==> config.mk <==
export PLATFORM = sky130hd
export DESIGN_NAME = lp_mode_seq
export DESIGN_NICKNAME = d
export VERILOG_FILES = /design/src/rtl/lp_mode_seq.sv
export SDC_FILE = /design/constraint.sdc
export NUM_CORES = 1
export LEC_CHECK = 0
export ABC_AREA = 1
export BUFFER_PORTS_ARGS = -buffer_cell sky130_fd_sc_hd__buf_2
export CORE_MARGIN = 3
export CORE_UTILIZATION = 53
export DETAILED_ROUTE_END_ITERATION = 12
export PLACE_DENSITY = 0.82
export RECOVER_POWER = 50
export SYNTH_ARGS = -nofsm -noshare
export SYNTH_HDL_FRONTEND = slang
export SYNTH_SLANG_ARGS = --single-unit
==> constraint.sdc <==
create_clock -name clk -period 3.1 [get_ports clk]
set_clock_uncertainty 0.2 [all_clocks]
set_input_delay 0.31 -clock clk [delete_from_list [all_inputs] [get_ports clk]]
set_output_delay 0.31 -clock clk [all_outputs]
set_load 0.01 [all_outputs]
==> src/rtl/lp_mode_seq.sv <==
module lp_mode_seq #(
  parameter int NUM_IRQ    = 8,
  parameter int NUM_PERIPH = 8,
  parameter int NUM_ANALOG = 8,
  parameter int BOD_BIT    = 0,
  parameter int WDOSC_BIT  = 1,
  parameter int RTCOSC_BIT = 2,
  parameter int RTC_BIT    = 3,
  parameter logic [NUM_ANALOG-1:0] RUN_PD_INIT   = 8'hF0,
  parameter logic [NUM_ANALOG-1:0] SLEEP_PD_INIT = 8'h03,
  parameter logic [NUM_PERIPH-1:0] CLKEN_INIT    = 8'h01,
  localparam int CFG_W = (NUM_ANALOG > NUM_PERIPH) ? NUM_ANALOG : NUM_PERIPH
) (
  input  logic                  clk,
  input  logic                  rst_n,
  input  logic                  wfi,
  input  logic                  deep_sel,
  input  logic                  dpd_en,
  input  logic [NUM_IRQ-1:0]    irq_pend,
  input  logic                  cfg_we,
  input  logic [1:0]            cfg_sel,
  input  logic [CFG_W-1:0]      cfg_wdata,
  output logic [1:0]            mode,
  output logic                  core_clk_en,
  output logic [NUM_PERIPH-1:0] periph_clk_en,
  output logic [NUM_ANALOG-1:0] analog_pd
);

  typedef enum logic [1:0] {
    MODE_ACTIVE = 2'd0,
    MODE_SLEEP  = 2'd1,
    MODE_DEEP   = 2'd2
  } mode_t;

  mode_t mode_q, mode_d;
  logic [NUM_IRQ-1:0]    irq_s1, irq_s2;
  logic [NUM_ANALOG-1:0] run_pd_q, sleep_pd_q, deep_pd;
  logic [NUM_PERIPH-1:0] clken_q;
  logic                  wake;

  // Two-flop synchroniser on the interrupt level
  always_ff @(posedge clk or negedge rst_n) begin
    if (!rst_n) begin
      irq_s1 <= '0;
      irq_s2 <= '0;
    end else begin
      irq_s1 <= irq_pend;
      irq_s2 <= irq_s1;
    end
  end

  assign wake = |irq_s2;

  always_comb begin
    mode_d = mode_q;
    unique case (mode_q)
      MODE_ACTIVE:
        if (wfi && !dpd_en && !wake)
          mode_d = deep_sel ? MODE_DEEP : MODE_SLEEP;
      MODE_SLEEP, MODE_DEEP:
        if (wake) mode_d = MODE_ACTIVE;
      default: mode_d = MODE_ACTIVE;
    endcase
  end

  always_ff @(posedge clk or negedge rst_n) begin
    if (!rst_n) mode_q <= MODE_ACTIVE;
    else        mode_q <= mode_d;
  end

  always_ff @(posedge clk or negedge rst_n) begin
    if (!rst_n) begin
      run_pd_q   <= RUN_PD_INIT;
      sleep_pd_q <= SLEEP_PD_INIT;
      clken_q    <= CLKEN_INIT;
    end else if (cfg_we) begin
      unique case (cfg_sel)
        2'd0:    run_pd_q   <= cfg_wdata[NUM_ANALOG-1:0];
        2'd1:    sleep_pd_q <= cfg_wdata[NUM_ANALOG-1:0];
        2'd2:    clken_q    <= cfg_wdata[NUM_PERIPH-1:0];
        default: ;
      endcase
    end
  end

  // Deep-sleep mask: everything down except the kept blocks
  always_comb begin
    deep_pd             = '1;
    deep_pd[BOD_BIT]    = sleep_pd_q[BOD_BIT];
    deep_pd[WDOSC_BIT]  = sleep_pd_q[WDOSC_BIT];
    deep_pd[RTCOSC_BIT] = run_pd_q[RTCOSC_BIT];
    deep_pd[RTC_BIT]    = run_pd_q[RTC_BIT];
  end

  assign mode          = mode_q;
  assign core_clk_en   = (mode_q == MODE_ACTIVE);
  assign periph_clk_en = clken_q;
  assign analog_pd     = (mode_q == MODE_DEEP) ? deep_pd : run_pd_q;

  assert_sleep_entry_R1: assert property (@(posedge clk) disable iff (!rst_n)
    (mode_q == MODE_ACTIVE && wfi && !dpd_en && !deep_sel && !wake)
      |=> (mode == 2'd1 && !core_clk_en));

  assert_deep_entry_R2: assert property (@(posedge clk) disable iff (!rst_n)
    (mode_q == MODE_ACTIVE && wfi && !dpd_en && deep_sel && !wake)
      |=> (mode == 2'd2 && !core_clk_en));

  assert_dpd_ignored_R3: assert property (@(posedge clk) disable iff (!rst_n)
    (mode_q == MODE_ACTIVE && wfi && dpd_en) |=> core_clk_en);

  assert_pending_blocks_R4: assert property (@(posedge clk) disable iff (!rst_n)
    (mode_q == MODE_ACTIVE && wake) |=> core_clk_en);

  assert_wake_R5: assert property (@(posedge clk) disable iff (!rst_n)
    (mode_q != MODE_ACTIVE && wake) |=> (core_clk_en && mode == 2'd0));

  assert_sleep_keeps_R6: assert property (@(posedge clk) disable iff (!rst_n)
    (mode_q == MODE_SLEEP && $past(mode_q) == MODE_ACTIVE && !$past(cfg_we))
      |-> ($stable(analog_pd) && $stable(periph_clk_en)));

  assert_deep_pd_R7: assert property (@(posedge clk) disable iff (!rst_n)
    (mode_q == MODE_DEEP) |-> ($countones(analog_pd) >= NUM_ANALOG - 4));

  assert_wake_restore_R8: assert property (@(posedge clk) disable iff (!rst_n)
    (mode_q == MODE_ACTIVE && $past(mode_q) != MODE_ACTIVE) |-> (analog_pd == run_pd_q));

  assert_cfg_write_R10: assert property (@(posedge clk) disable iff (!rst_n)
    (cfg_we && cfg_sel == 2'd2) |=> (periph_clk_en == $past(cfg_wdata[NUM_PERIPH-1:0])));

endmodule

==> impl_metrics.toml, run 1 <==
[cts]
cts_buffer_count = 5
clock_sink_count = 36
cts.hold.buffers_added = 9
buffer_depth_of_the_longest_clock_path = 2
post_cts.resized_instances = 0
ctsRootBufferMaster = "sky130_fd_sc_hd__clkbuf_4"
cts.reportedPaths.clkPinSlew_ps = 100
cts_tree = "done"
post_cts.repair.setup_buffers = 0
number_of_h_tree_levels = 2
insertion_delay_ps = 320

[power_and_ir_drop]
p_leak_nw = 0.8949
max-vdd-ir-drop_v = 0.0004867
power_w = 0.001076
power_density_nw_per_um2 = 639.2

[yosys]
synth.ff_latch_count = 36
synth_cells = 127
synth_fp_nets = 153
yosysWarningCount = 0
synthesis.area_per_instance_um2 = 10.85
top_cell_type_s_share_of_synthesized_area_pct = 52.68
synth_cell_types = 16
synth_seq_area_share_pct = 66.03
yosysTopAreaCell = "sky130_fd_sc_hd__dfrtp_1"
synth.area.top_cells = "sky130_fd_sc_hd__dfrtp_1 (53%), sky130_fd_sc_hd__dfstp_2 (13%), sky130_fd_sc_hd__nand2_1 (9.0%)"
synth_area_um2 = 1378

[worst_setup_path]
cell_by_cell_listing_of_the_critical_path = "dlygate4sd3_1, clkbuf_1"
critical_path_buf_inv_count = 2
end_kind = "async pin"
crit_type = "primary input to async pin"
slowest_delay_ps = 1310
worstPathRequired_ps = 3000
worst_setup_path_start_kind = "primary input"
top_family_by_delay_on_critical_path = "buffers and inverters"
cp_slowest_cell = "sky130_fd_sc_hd__clkbuf_1"
critical_path_peak_fanout = 36
arrival_ps = 2170

[floorplanning]
effective_utilization_at_floorplan_pct = 58.88
die_h_um = 56.98
die_w_um = 56.98
total_die_area_um2 = 3247
ios = 43
area_of_the_core_region_um2 = 2340
placementRows = 17

[hold_path]
worstHoldPathType = "primary input to flip-flop"

[detailed_routing]
postRouteAntennaNets = 0
drt_drc_violations_left = 0
routed-via-count = 991
dr.pass1.iters = 4
drt-wirelength-per-cell_um = 12.00
detailedRoute.firstIterationViolations = 28
totalWireLength_um = 2519
avgViaCountPerCell = 4.719

[sta]
grt_setup_unrepaired = "false"
final_max_slew_viol_count = 37
final_hold_viol_count = 0
finalSetupViolCount = 0
worst_slew_pin_slew_ps = 1815
relative_slew_slack_pct = -20.99
fin_crit_sh_pct = 73.34
max_freq_ghz = 0.4398
period_minus_slack_ps = 2274
tns_ps = 0

[global_routing]
global_route.overflow_total = 0
globalRouteTotalUtil_pct = 17.11
first_pass_grt_wire_length_um = 4160
grt_max_degree = 37
antenna_found_initial = 0
grt_pass1_vias = 951

[final_layout]
antenna_cells = 0
finish.instance_area_um2 = 1684
area_growth_synth_to_finish_pct = 22.25
num-nets-final = 207
fraction_of_final_layout_cells_with_drive_strength_greater_than_1_pct = 31.87

[place]
place.port_buffers = 42
gp_congestion = 0.7770
dpl_cell_area_um2 = 1585
place_hpwl_um = 1794

[run]
max_cap_viol_count = 1

[status]
failing_checks = "capacitance limit, slew limit"
status = "complete, but fails checks"
==> flip-flops by register name, indices dropped and copies added (netlist names) <==
| name | flops |
|---|---|
| run_pd_q | 8 |
| sleep_pd_q | 2 |
| irq_s2 | 8 |
| periph_clk_en | 8 |
| irq_s1 | 8 |
| mode | 2 |
==> placed cells by master (no fill, tap or decap), drive strengths merged <==
master / synthesis / layout
clkbuf: 0 / 11
inv: 16 / 16
buf: 4 / 39
ha: 2 / 2
dlygate4sd3: 0 / 9
or2: 4 / 4
o21ai: 18 / 18
nand3: 5 / 5
dfrtp: 29 / 29
nor2: 7 / 7
nand2: 35 / 35
dfstp: 7 / 7
==> cell type report <==
type | instances | area, um2
timing repair buffer | 51 | 296.5
sequential | 36 | 909.6
multi-input combinational | 71 | 334.1
clock buffer | 8 | 48.80
fill | 201 | 655.6
inverter | 16 | 60.06
tap | 28 | 35.03
==> metal layers <==
metal  wire length [um]  track usage, %  vias up  share of wire (%)
li1                   -               -      495                  -
met1               1096           21.03      464                 44
met2               1233           27.24       27                 49
met3                135           4.751        5                5.4
met4                 54           9.603        0                2.1
met5                  0               0        -                  0
==> cells in the mapped netlist, drive strengths merged <==
master / count
nor2: 7
inv: 16
nand2: 35
buf: 4
ha: 2
dfrtp: 29
o21ai: 18
dfstp: 7
nand3: 5
or2: 4
==> worst paths after layout <==
kind / startpoint / endpoint / slack [ps] / depth (start not counted)
worst min register to register: irq_s1[1]$_DFF_PN0_ / irq_s2[1]$_DFF_PN0_ / 160 / 0
worst min-delay path: cfg_wdata[7] / run_pd_q[7]$_DFFE_PN1P_ / 3 / 3
max in group clk: mode[0]$_DFFE_PN0P_ / analog_pd[6] / 1050 / 4
worst max register to register: mode[0]$_DFFE_PN0P_ / mode[0]$_DFFE_PN0P_ / 1770 / 6
min in group asynchronous: rst_n / irq_s1[7]$_DFF_PN0_ / 830 / 2
worst max-delay path: rst_n / periph_clk_en[4]$_DFFE_PN0P_ / 830 / 2
==> through the flow <==
stage | worst slack [ps] | instances | utilization [%] | hold WS, ps
after floorplan | 1565 | 127 | - | -185.6
after global placement | 1450 | 193 | 67.75 | 132.2
after detailed placement | 1382 | 193 | 67.75 | 134.7
after CTS | 1003 | 210 | 73.69 | 10.47
after global routing | 510.2 | 210 | 71.98 | 9.908
final | 826.4 | 210 | 71.98 | 3.221
==> power breakdown <==
group / internal (W) / switching, W / total, W
Combinational: 0.000123 / 0.000160 / 0.000283
Clock: 0.0000904 / 0.000135 / 0.000225
Sequential: 0.000537 / 0.0000309 / 0.000568
==> cell families (layout without fill, tap and decap cells) <==
group | Yosys count | in the layout | synth area share (%)
simple gates | 51 | 51 | 16.35
flops | 36 | 36 | 66.03
buf+inv | 20 | 75 | 7.084
compound gates | 18 | 18 | 8.720
fa+ha+maj | 2 | 2 | 1.816
Power figures use the tool's default switching activity.
==> run 2: changes to the inputs <==
Settings changed: CORE_UTILIZATION 53 to 44, PLACE_DENSITY 0.82 to 0.73.
Clock period 3.1 ns to 2 ns, I/O delays scaled along.
==> run 2 against run 1 <==
  * The flow now finishes without violations
  * Design area rose by 7.0%
  * Core utilization fell by 9.3 points
  * Sequential power rose by 55%
  * Highest routed layer unchanged
  * Critical path type is now flip-flop to output port
  * First-iteration DRC count rose by 50%
  * Final cell count rose by 10%
==> impl_metrics.toml, run 2 (same netlist as run 1, synthesis figures left out) <==
[worst_setup_path]
end_kind = "output port"
critical_path_peak_fanout = 7
arrival_ps = 1470
cp-endpoint = "analog_pd[4]"
crit_type = "flip-flop to output port"
r2r_setup_slack_ps = 650
worstPathRequired_ps = 1600
timing.rr.end = "mode[1]$_DFFE_PN0P_"
timing.critical_path.from = "mode[0]$_DFFE_PN0P_"
worst_setup_path_start_kind = "flip-flop"
reg2reg_depth = 6
timing.rr.start = "mode[0]$_DFFE_PN0P_"

[sta]
final_max_slew_viol_count = 0
period_minus_slack_ps = 1873
fin_crit_sh_pct = 93.67
grt_setup_unrepaired = "false"
tns_ps = 0
final_hold_viol_count = 0
finalSetupViolCount = 0
max_freq_ghz = 0.5338
worst_slew_pin_slew_ps = 842.1
relative_slew_slack_pct = 43.86

[global_routing]
globalRouteMet1Util_pct = 17.37
grt_max_degree = 37
groute.layer.met3.usage_pct = 3.719
grt_pass1_vias = 975
global_route.overflow_total = 0
globalRouteTotalUtil_pct = 15.76
grt.busiest_layer = "met2"
global_route.usage.met2_pct = 26.18
first_pass_grt_wire_length_um = 4105
antenna_found_initial = 0

[floorplanning]
effective_utilization_at_floorplan_pct = 47.89
die_w_um = 61.96
placementRows = 19
total_die_area_um2 = 3838
ios = 43
die_h_um = 61.96
area_of_the_core_region_um2 = 2877

[final_layout]
area_growth_synth_to_finish_pct = 30.79
num-nets-final = 216
mostFrequentLayoutCell = "sky130_fd_sc_hd__buf_2"
fraction_of_final_layout_cells_with_drive_strength_greater_than_1_pct = 33.68
antenna_cells = 0
filler_cell_count = 259
layout_common_cells = "sky130_fd_sc_hd__buf_2 (41), sky130_fd_sc_hd__nand2_1 (33), sky130_fd_sc_hd__dfrtp_1 (29), sky130_fd_sc_hd__dlygate4sd3_1 (18), sky130_fd_sc_hd__o21ai_0 (17)"

[power_and_ir_drop]
power_density_nw_per_um2 = 931.1
power_w = 0.001678
p_leak_nw = 0.9427
max-vdd-ir-drop_v = 0.0004391

[cts]
buffer_depth_of_the_longest_clock_path = 2
cts_tree = "done"
insertion_delay_ps = 330
cts_buffer_count = 5
ctsRootBufferMaster = "sky130_fd_sc_hd__clkbuf_4"
number_of_h_tree_levels = 2
post_cts.repair.setup_buffers = 0
clock_sink_count = 36
cts.reportedPaths.clkPinSlew_ps = 90

[hold_path]
worstHoldPathType = "primary input to flip-flop"
holdCritStartpoint = "cfg_sel[0]"

[detailed_routing]
dr.pass1.iters = 4
totalWireLength_um = 2660
drt-wirelength-per-cell_um = 11.47
postRouteAntennaNets = 0
routed-via-count = 1016
detailedRoute.firstIterationViolations = 42
drt_drc_violations_left = 0
avgViaCountPerCell = 4.379

[status]
status = "completed"

[place]
place.port_buffers = 42
gp_congestion = 0.7562
place_hpwl_um = 1815

[run]
max_cap_viol_count = 0
==> run 2: repair_timing <==
item	CTS	global route
hold buffers	18	0
endpoints found under the hold margin	57	0
gates resized for setup	0	1
setup endpoints to repair	0	4
==> run 2: worst max-delay path, stage by stage (launching register included) <==
cell and delay [ps]:
sky130_fd_sc_hd__dfrtp_1 380, sky130_fd_sc_hd__inv_1 80, sky130_fd_sc_hd__ha_2 240, sky130_fd_sc_hd__or2_2 310
sky130_fd_sc_hd__buf_2 140
==> run 2: power by group <==
| group | switching (W) | internal, W | leakage [nW] | total (W) |
|---|---|---|---|---|
| clock | 0.000208 | 0.000129 | 0.0281 | 0.000337 |
| combinational | 0.000251 | 0.000206 | 0.492 | 0.000458 |
| sequential | 0.0000494 | 0.000833 | 0.423 | 0.000882 |
==> run 2: final cells by class <==
cell class / instances / area [um2] / share of cell area, %
multi-input combinational: 71 / 342.8 / 19.03
timing repair buffer: 60 / 390.4 / 21.67
clock buffer: 6 / 41.29 / 2.292
sequential: 36 / 909.6 / 50.49
clock inverter: 1 / 5.005 / 0.2778
tap: 42 / 52.55 / 2.917
inverter: 16 / 60.06 / 3.333
==> run 2: per-stage QoR <==
stage	utilization (%)	cell area, um2	setup slack [ps]	hold WS [ps]	cells
finish	62.64	1802	126.7	23.22	232
global route	62.64	1802	56.86	4.906	232
global placement	55.72	1603	466.9	94.55	207
floorplan	-	1378	574.5	-295.6	127
CTS	63.59	1829	31.75	4.614	232
detailed placement	55.72	1603	414.4	109.1	207
==> run 2: worst min-delay path by stage <==
stage / to / cells after the start
6_report: sleep_pd_q[1]$_DFFE_PN1P_ / 3
5_1_grt: sleep_pd_q[1]$_DFFE_PN1P_ / 3
4_1_cts: sleep_pd_q[1]$_DFFE_PN1P_ / 3
3_3_place_gp: irq_s1[6]$_DFF_PN0_ / 1
3_5_place_dp: irq_s1[4]$_DFF_PN0_ / 1
2_1_floorplan: irq_s1[0]$_DFF_PN0_ / 0
==> run 2: metal layers <==
layer  wire length [um]  share of wire [%]  vias to the layer above
li1                   -                  -                      514
met1               1019                 38                      464
met2               1438                 54                       30
met3                123                4.6                        8
met4                 79                3.0                        0
met5                  0                  0                        -
==> run 3: changes to the inputs <==
Settings changed: ABC_AREA 1 to not set, CORE_UTILIZATION 44 to 52, PLACE_DENSITY 0.73 to 0.82.
Clock period 2 ns to 2.3 ns, I/O delays scaled along.
==> run 3 against run 2 <==
  * Synthesized cell count decreased by 35%
  * Design area decreased by 1.1%
  * Setup slack improved by 120 ps
  * Core utilization increased by 14 points
  * Global-route usage increased by 5.9 points
==> impl_metrics.toml, run 3 <==
[final_layout]
area_of_the_multi_input_gates_um2 = 381.6
layout_common_cells = "sky130_fd_sc_hd__buf_2 (32), sky130_fd_sc_hd__dfrtp_1 (29), sky130_fd_sc_hd__mux2_2 (19), sky130_fd_sc_hd__dlygate4sd3_1 (17), sky130_fd_sc_hd__clkbuf_1 (10)"
final_core_utilization_pct = 76.85
filler_cell_count = 133
area_growth_synth_to_finish_pct = 34.47
mostFrequentLayoutCell = "sky130_fd_sc_hd__buf_2"
seq_area_um2 = 909.6
fraction_of_final_layout_cells_with_drive_strength_greater_than_1_pct = 48.30
num-nets-final = 172

[place]
gp_congestion = 0.7209
place.port_buffers = 42
place_hpwl_um = 1627

[hold_path]
holdCritStartpoint = "deep_sel"
hold_end = "mode[0]$_DFFE_PN0P_"
worstHoldPathType = "primary input to flip-flop"
worstHoldPathCells = 4

[sta]
max_freq_ghz = 0.4878
grt_setup_unrepaired = "false"
finalSetupViolCount = 0
worst_slew_pin_slew_ps = 1243
final_hold_viol_count = 0
fin_crit_sh_pct = 89.12
final_max_slew_viol_count = 0
relative_slew_slack_pct = 16.98
tns_ps = 0
period_minus_slack_ps = 2050

[cts]
insertion_delay_ps = 340
clock_sink_count = 36
cts_buffer_count = 5
post_cts.resized_instances = 0
cts.hold.buffers_added = 17
cts.reportedPaths.clkPinSlew_ps = 110
number_of_h_tree_levels = 2
post_cts.repair.setup_buffers = 0
ctsRootBufferMaster = "sky130_fd_sc_hd__clkbuf_4"
buffer_depth_of_the_longest_clock_path = 2
cts_tree = "done"

[worst_setup_path]
timing.rr.end = "mode[1]$_DFFE_PN0P_"
cp_slowest_cell = "sky130_fd_sc_hd__dfrtp_1"
cell_by_cell_listing_of_the_critical_path = "inv_1, ha_1, mux2_2, buf_2"
critical_path_peak_fanout = 6
critical_path_buf_inv_count = 2
timing.rr.start = "mode[1]$_DFFE_PN0P_"
r2r_setup_slack_ps = 820
worst_setup_path_start_kind = "flip-flop"
arrival_ps = 1620
end_kind = "output port"
timing.critical_path.from = "mode[0]$_DFFE_PN0P_"
crit_type = "flip-flop to output port"
slowest_delay_ps = 410
reg2reg_depth = 5
top_family_by_delay_on_critical_path = "flip-flops"
worstPathRequired_ps = 1870

[yosys]
synth_compound_gate_area_share_pct = 2.077
async_flop_share_pct = 100.0
synth_seq_area_share_pct = 68.65
synth_top_family_by_area = "multiplexers"
leading_post_synthesis_cells_by_instance_count = "sky130_fd_sc_hd__dfrtp_1 (29), sky130_fd_sc_hd__mux2_2 (20), sky130_fd_sc_hd__dfstp_2 (7)"
postSynth.topFlopCell = "sky130_fd_sc_hd__dfrtp_1"
synth_cell_types = 18
synth.area.top_cells = "sky130_fd_sc_hd__dfrtp_1 (55%), sky130_fd_sc_hd__mux2_2 (17%), sky130_fd_sc_hd__dfstp_2 (14%)"
yosysWarningCount = 0
top_cell_type_s_share_of_synthesized_area_pct = 54.77
synthesis.area_per_instance_um2 = 16.16
post_synth_xor_area_fraction_pct = 0
synth.ff_latch_count = 36
synth_fa_ha_area_share_pct = 1.889
synth_fp_nets = 108
synth.mux.area_fraction_pct = 17.00
yosysTopAreaCell = "sky130_fd_sc_hd__dfrtp_1"
synthSimpleGateAreaFrac_pct = 8.687
synth_area_um2 = 1325
edff_count_synth = 0
yosys.cell_count.top_type = "sky130_fd_sc_hd__dfrtp_1"
synth_cells = 82

[power_and_ir_drop]
p_leak_nw = 0.8191
power_density_nw_per_um2 = 804.8
max-vdd-ir-drop_v = 0.0007127

[detailed_routing]
totalWireLength_um = 2870
detailedRoute.firstIterationViolations = 14
drt_drc_violations_left = 0
postRouteAntennaNets = 0
dr.pass1.iters = 4
drt-wirelength-per-cell_um = 16.31
avgViaCountPerCell = 5.097
routed-via-count = 897

[floorplanning]
effective_utilization_at_floorplan_pct = 57.15
area_of_the_core_region_um2 = 2318
die_h_um = 56.48
ios = 43
die_w_um = 56.48
total_die_area_um2 = 3190
placementRows = 17

[global_routing]
globalRouteTotalUtil_pct = 21.67
global_route.overflow_total = 0
grt_max_degree = 37
grt_pass1_vias = 1003
first_pass_grt_wire_length_um = 4974
antenna_found_initial = 1

[run]
max_cap_viol_count = 0

[status]
status = "completed"
==> run 3: tightest hold or removal path: cells and delay by family <==
kind	cells	cell delay [ps]
AO/OA/AOI/OAI	2	260
buffers and inverters	1	80
AND/OR/NAND/NOR	1	40
==> run 3: routing by layer <==
layer / track usage (%) / up-vias / wire, um
li1: - / 419 / -
met1: 22.70 / 428 / 1038
met2: 36.80 / 38 / 1517
met3: 9.195 / 12 / 208
met4: 10.85 / 0 / 104
met5: 0 / - / 0
==> run 3: through the flow <==
| step | instances | power, W | instance area [um2] | hold slack [ps] | worst slack [ps] |
|---|---|---|---|---|---|
| after CTS | 175 | 0.001440 | 1802 | 98.75 | 263.5 |
| final | 176 | 0.001434 | 1782 | 104.9 | 250.2 |
| after detailed placement | 150 | 0.0009888 | 1555 | 133.4 | 649.2 |
| after global routing | 176 | 0.001507 | 1782 | 105.7 | 168.8 |
| after global placement | 150 | 0.0009787 | 1555 | 122.0 | 662.5 |
| after floorplan | 82 | 0.0008918 | 1325 | -265.6 | 784.4 |
==> run 3: cell type report <==
| class | count | area share, % |
|---|---|---|
| tap | 28 | 1.966 |
| sequential | 36 | 51.05 |
| inverter | 2 | 0.4213 |
| clock inverter | 2 | 1.966 |
| multi-input combinational | 42 | 21.42 |
| timing repair buffer | 59 | 20.72 |
| antenna | 1 | 0.1404 |
| clock buffer | 6 | 2.317 |
==> run 3: cells by family after synthesis <==
| kind of cell | Yosys count |
|---|---|
| adders and majority gates | 2 |
| buffers and inverters | 4 |
| AOI/OAI and AO/OA | 4 |
| and+or+nand+nor | 16 |
| muxes | 20 |
| DFF | 36 |
==> run 3: how the worst max path moves through the flow <==
stage	end	slack (ps)	depth (start not counted)
6_report	analog_pd[0]	250	4
5_1_grt	analog_pd[0]	170	4
4_1_cts	analog_pd[1]	260	4
3_5_place_dp	analog_pd[0]	650	4
3_3_place_gp	analog_pd[1]	660	4
2_1_floorplan	analog_pd[0]	780	3
==> run 3: power by group <==
group,switching (W),total [W],internal (W)
combinational,0.000113,0.000247,0.000134
clock,0.000203,0.000431,0.000228
sequential,0.0000325,0.000756,0.000724
total,0.000348,0.00143,0.00109
